`config.mk`:
```
export PLATFORM = sky130hd
export DESIGN_NAME = xtag_tracker
export DESIGN_NICKNAME = d
export VERILOG_FILES = /design/src/rtl/xtt_pkg.sv /design/src/rtl/xtt_entry.sv /design/src/rtl/xtt_lookup.sv /design/src/rtl/xtag_tracker.sv
export SDC_FILE = /design/constraint.sdc
export NUM_CORES = 1
export LEC_CHECK = 0
export BUFFER_PORTS_ARGS = -buffer_cell sky130_fd_sc_hd__buf_4
export CELL_PAD_IN_SITES_DETAIL_PLACEMENT = 1
export CELL_PAD_IN_SITES_GLOBAL_PLACEMENT = 1
export CORE_MARGIN = 8
export CORE_UTILIZATION = 51
export CTS_BUF_LIST = sky130_fd_sc_hd__clkbuf_4 sky130_fd_sc_hd__clkbuf_8
export DETAILED_ROUTE_END_ITERATION = 8
export PLACE_DENSITY_LB_ADDON = 0.1
export SKIP_CTS_REPAIR_TIMING = 1
export SYNTH_ARGS = -nofsm -noshare
export SYNTH_HDL_FRONTEND = slang
export SYNTH_SLANG_ARGS = --single-unit
export TNS_END_PERCENT = 30
```
`constraint.sdc`:
```
create_clock -name clk -period 2.55 [get_ports clk]
set_input_delay 0.1275 -clock clk [delete_from_list [all_inputs] [get_ports clk]]
set_output_delay 0.1275 -clock clk [all_outputs]
set_load 0.01 [all_outputs]
```
`src/rtl/xtt_pkg.sv`:
```
package xtt_pkg;
  // number of shadow slots kept per set entry
  localparam int XT_SLOTS = 2;
  // counter value at or above which a second search is forced
  localparam int XT_OVF_LEVEL = 3;
endpackage

```
`src/rtl/xtt_entry.sv`:
```
module xtt_entry
  import xtt_pkg::*;
#(
  parameter int TAG_W = 8,
  parameter int CNT_W = 2
) (
  input  logic             clk,
  input  logic             rst,
  input  logic             do_commit,
  input  logic             do_disp,
  input  logic             do_evict,
  input  logic [TAG_W-1:0] commit_tag,
  input  logic [TAG_W-1:0] disp_tag,
  input  logic [TAG_W-1:0] evict_tag,
  output logic [TAG_W-1:0] tag_q [XT_SLOTS],
  output logic [XT_SLOTS-1:0] vld_q,
  output logic [CNT_W-1:0] cnt_q
);
  localparam logic [CNT_W-1:0] CNT_MAX = {CNT_W{1'b1}};
  localparam logic [CNT_W-1:0] CNT_ONE = CNT_W'(1);

  logic [TAG_W-1:0]    tag_n [XT_SLOTS];
  logic [XT_SLOTS-1:0] vld_n;
  logic [CNT_W-1:0]    cnt_n;
  logic                placed;

  always_comb begin
    tag_n  = tag_q;
    vld_n  = vld_q;
    cnt_n  = cnt_q;
    placed = 1'b0;
    if (do_commit) begin
      tag_n[0] = commit_tag;
      vld_n    = XT_SLOTS'(1);
      cnt_n    = CNT_ONE;
    end else begin
      if (do_evict) begin
        for (int i = 0; i < XT_SLOTS; i++)
          if (vld_q[i] && tag_q[i] == evict_tag) vld_n[i] = 1'b0;
      end
      if (do_disp) begin
        for (int i = 0; i < XT_SLOTS; i++) begin
          if (!placed && !vld_n[i]) begin
            tag_n[i] = disp_tag;
            vld_n[i] = 1'b1;
            placed   = 1'b1;
          end
        end
      end
      if (do_disp && !do_evict && cnt_q != CNT_MAX) cnt_n = cnt_q + CNT_ONE;
      else if (do_evict && !do_disp && cnt_q != '0) cnt_n = cnt_q - CNT_ONE;
    end
  end

  // tag storage has no reset so it can map onto plain memory
  always_ff @(posedge clk) tag_q <= tag_n;

  always_ff @(posedge clk) begin
    if (rst) begin
      vld_q <= '0;
      cnt_q <= '0;
    end else begin
      vld_q <= vld_n;
      cnt_q <= cnt_n;
    end
  end


  commit_load_chk: assert property (@(posedge clk) disable iff (rst)
    do_commit |=> (cnt_q == CNT_ONE && vld_q == XT_SLOTS'(1)));

  disp_inc_chk: assert property (@(posedge clk) disable iff (rst)
    (do_disp && !do_commit && !do_evict && cnt_q != CNT_MAX)
      |=> cnt_q == $past(cnt_q) + CNT_ONE);

  cnt_sat_chk: assert property (@(posedge clk) disable iff (rst)
    (do_disp && !do_commit && !do_evict && cnt_q == CNT_MAX) |=> cnt_q == CNT_MAX);

  evict_floor_chk: assert property (@(posedge clk) disable iff (rst)
    (do_evict && !do_commit && !do_disp && cnt_q == '0) |=> cnt_q == '0);

  pair_hold_chk: assert property (@(posedge clk) disable iff (rst)
    (do_evict && do_disp && !do_commit) |=> $stable(cnt_q));
endmodule

```
`src/rtl/xtt_lookup.sv`:
```
module xtt_lookup
  import xtt_pkg::*;
#(
  parameter int TAG_W = 8,
  parameter int CNT_W = 2
) (
  input  logic                clk,
  input  logic                rst,
  input  logic                look_vld,
  input  logic [TAG_W-1:0]    look_tag,
  input  logic [TAG_W-1:0]    sel_tag [XT_SLOTS],
  input  logic [XT_SLOTS-1:0] sel_vld,
  input  logic [CNT_W-1:0]    sel_cnt,
  output logic                res_vld,
  output logic                res_xhit,
  output logic                res_second
);
  logic [XT_SLOTS-1:0] match;
  logic                ovf;

  generate
    for (genvar i = 0; i < XT_SLOTS; i++) begin : g_cmp
      assign match[i] = sel_vld[i] && (sel_tag[i] == look_tag);
    end
  endgenerate

  assign ovf = (32'(sel_cnt) >= XT_OVF_LEVEL);

  always_ff @(posedge clk) begin
    if (rst) begin
      res_vld    <= 1'b0;
      res_xhit   <= 1'b0;
      res_second <= 1'b0;
    end else begin
      res_vld    <= look_vld;
      res_xhit   <= look_vld && (|match);
      res_second <= look_vld && ((|match) || ovf);
    end
  end


  res_timing_chk: assert property (@(posedge clk) disable iff (rst)
    look_vld |=> res_vld);

  res_idle_chk: assert property (@(posedge clk) disable iff (rst)
    !look_vld |=> !res_vld && !res_xhit && !res_second);

  hit_forces_second_chk: assert property (@(posedge clk) disable iff (rst)
    res_xhit |-> res_second);
endmodule

```
`src/rtl/xtag_tracker.sv`:
```
module xtag_tracker
  import xtt_pkg::*;
#(
  parameter int SETS  = 8,
  parameter int TAG_W = 8,
  parameter int CNT_W = 2,
  localparam int SET_W = $clog2(SETS)
) (
  input  logic             clk,
  input  logic             rst,
  input  logic             commit_vld,
  input  logic [SET_W-1:0] commit_set,
  input  logic [TAG_W-1:0] commit_tag,
  input  logic             disp_vld,
  input  logic [SET_W-1:0] disp_set,
  input  logic [TAG_W-1:0] disp_tag,
  input  logic             evict_vld,
  input  logic [SET_W-1:0] evict_set,
  input  logic [TAG_W-1:0] evict_tag,
  input  logic             look_vld,
  input  logic [SET_W-1:0] look_set,
  input  logic [TAG_W-1:0] look_tag,
  output logic             res_vld,
  output logic             res_xhit,
  output logic             res_second
);
  logic [TAG_W-1:0]    e_tag [SETS][XT_SLOTS];
  logic [XT_SLOTS-1:0] e_vld [SETS];
  logic [CNT_W-1:0]    e_cnt [SETS];

  generate
    for (genvar s = 0; s < SETS; s++) begin : g_set
      xtt_entry #(.TAG_W(TAG_W), .CNT_W(CNT_W)) i_entry (
        .clk       (clk),
        .rst       (rst),
        .do_commit (commit_vld && commit_set == SET_W'(s)),
        .do_disp   (disp_vld   && disp_set   == SET_W'(s)),
        .do_evict  (evict_vld  && evict_set  == SET_W'(s)),
        .commit_tag(commit_tag),
        .disp_tag  (disp_tag),
        .evict_tag (evict_tag),
        .tag_q     (e_tag[s]),
        .vld_q     (e_vld[s]),
        .cnt_q     (e_cnt[s])
      );
    end
  endgenerate

  xtt_lookup #(.TAG_W(TAG_W), .CNT_W(CNT_W)) i_lookup (
    .clk       (clk),
    .rst       (rst),
    .look_vld  (look_vld),
    .look_tag  (look_tag),
    .sel_tag   (e_tag[look_set]),
    .sel_vld   (e_vld[look_set]),
    .sel_cnt   (e_cnt[look_set]),
    .res_vld   (res_vld),
    .res_xhit  (res_xhit),
    .res_second(res_second)
  );
endmodule

```
==> metrics.txt <==
cell accounting for the most synthesized area=edfxtp_1; hold_ws=-26.3 ps; die area=23100 µm²; worst skew pair latency=490 ps; minimum clock period=2560 ps; clk sink count=163; Post-Route WL=34700 µm; CP required=2650 ps; CTS tree=built; Final Util=0.591; Nets=952; Final Max Tran Viols=0; failing checks=hold timing, setup timing; Yosys cell types=52; final hold vios=1; Starting Density=0.523; Netlist Area Pre-Place=9430 µm²; Max rail drop VDD=0.384 mV; IO Count=53; maximum clock path buffer count=2; sequential area share after synthesis=0.482; Filler cells=1925; top_reg_cell synth=edfxtp_1; CP Capture Type=flip-flop; core box area=18000 µm²; initial antenna violation count=0; pwr/cell area=555 nW/µm²; unrepaired setup endpoints after global routing=no; DIE HEIGHT=152 µm; Critical Path AT=2660 ps; Cells after Synth=841; Overall Global Routing Usage=0.295; most frequent cells after synthesis=128 x edfxtp_1, 70 x xor2_1, 67 x a22o_1; critical path launch point type=flip-flop; # port buffers=52; Root Buffer Master=clkbuf_8; worst min-delay path category=in2reg; cell count after placement=1109; synthesized area per cell=11.2 µm²; outcome=finished with violations; crit-path max FO=8; global placement routability congestion=0.912; Ant. Diodes=0; Seq cells post-synth=163; Yosys top cell area share=0.408; DR vias/cell=6.80; largest net degree at the start of global routing=38; total CTS buffers=17; WS Path Type=reg2reg; row count=49; hpwl dp=25700 µm; synth top area cells=edfxtp_1 41%, dfxtp_1 7.4%, xor2_1 6.5%, a22o_1 6.2%, xnor2_1 6.1%; final clock skew=16.7 ps; Register Area=4540 µm²; Setup Viol. Count Final=3; DRC=0; Die X=152 µm; Worst Setup Slack, final=-8.69 ps; synth warn=0; Post-Place Worst Slack=-130 ps; syn nets=891; wire length of the first global-routing pass=51400 µm; ANT nets after route=0; WL per Instance=30.4 µm; CTS clk-pin slew, worst paths=110 ps; max_slew headroom=0.348; R2R depth=6; period utilization=1.00; asr flop ratio synth=0; number of enable flip-flop cells after synthesis=128; most numerous cell in the Yosys netlist=edfxtp_1; Finished Layout Cells=1144; DR vias=7775; area of the multi-input gates=4560 µm²; Least-Margin Pin Slew=970 ps; MaxCap Viol Count=0; Fmax=391 MHz; P&R area growth vs syn=13.1%; H-tree depth=4; DR iter-0 viols=936; number of global-route vias before repair=8090; GR Overflow Total=0; Leak=3.75 nW; Worst Hold Depth=3; share of layout cells above drive strength 1=0.181; drt pass-1 iters=5
## placed cells by master (no fill, tap or decap), types with 18 or more instances in the layout
master	instances
a22o_1	67
mux2i_1	49
xnor2_1	66
edfxtp_1	128
nand3_1	30
a21oi_1	24
o21ai_0	26
nor2_1	48
buf_4	99
a211oi_1	18
nand2_1	50
xor2_1	70
dfxtp_1	35
nor3_1	20
## final cells by class
class,count,area share
Clock buffer,17,0.0219
Clock inverter,15,0.0171
Inverter,11,0.00387
Multi-Input combinational cell,605,0.428
Sequential cell,163,0.426
Tap cell,229,0.0269
Timing Repair Buffer,104,0.0763
## cell families after synthesis
| family | Yosys count | synth area share |
|---|---|---|
| AND/OR/NAND/NOR | 213 | 0.109 |
| AO/OA/AOI/OAI | 181 | 0.140 |
| flip-flops | 163 | 0.482 |
| XOR/XNOR | 136 | 0.126 |
| multiplexers | 75 | 0.106 |
| buffers and inverters | 73 | 0.0362 |
## worst max-delay path, cell delays in order, from the launching register on
cell and delay, ps:
edfxtp_1 430, xnor2_1 390, nand3_1 150, o31ai_1 250, buf_4 160, nand2_1 60, nor2_1 740
## metal layers
layer | wire, µm | vias up | track usage
met5 | 0 | - | 0
met4 | 1610 | 0 | 0.148
met3 | 3400 | 113 | 0.0601
met2 | 16300 | 496 | 0.477
met1 | 13400 | 3881 | 0.369
li1 | - | 3285 | -
## sequential cells by signal (all words and copies together) (netlist names)
signal / count
i_lookup.res_second: 1
g_set.i_entry.tag_q: 128
g_set.i_entry.cnt_q: 16
i_lookup.res_xhit: 1
i_lookup.res_vld: 1
g_set.i_entry.vld_q: 16
## power by group
group          switching [mW]  total (mW)  internal (mW)
Clock                    1.15        2.07          0.920
Sequential             0.0522        2.98           2.93
Combinational           0.531       0.866          0.335
Total                    1.73        5.91           4.18
## final timing paths
check                                               from                                endpoint  slack [ps]
setup / recovery     g_set[0].i_entry.tag_q[4]$_DFFE_PP_     g_set[0].i_entry.tag_q[0]$_DFFE_PP_          -9
hold / removal                               disp_set[2]    g_set[4].i_entry.vld_q[0]$_SDFF_PP0_         -30
setup reg to reg     g_set[0].i_entry.tag_q[4]$_DFFE_PP_     g_set[0].i_entry.tag_q[0]$_DFFE_PP_          -9
hold reg to reg   g_set[1].i_entry.cnt_q[1]$_SDFFE_PP0P_  g_set[1].i_entry.cnt_q[1]$_SDFFE_PP0P_         530
## per-stage QoR
stage               setup TNS (ps)  cell area [µm²]  power, mW
floorplan                        0             9430       3.53
global placement              -343            10200       3.83
detailed placement           -1210            10200       3.87
CTS                           -534            10600       5.87
global route                     0            10700       6.04
finish                       -12.7            10700       5.91
No activity file was read; power rests on OpenSTA's default activity.
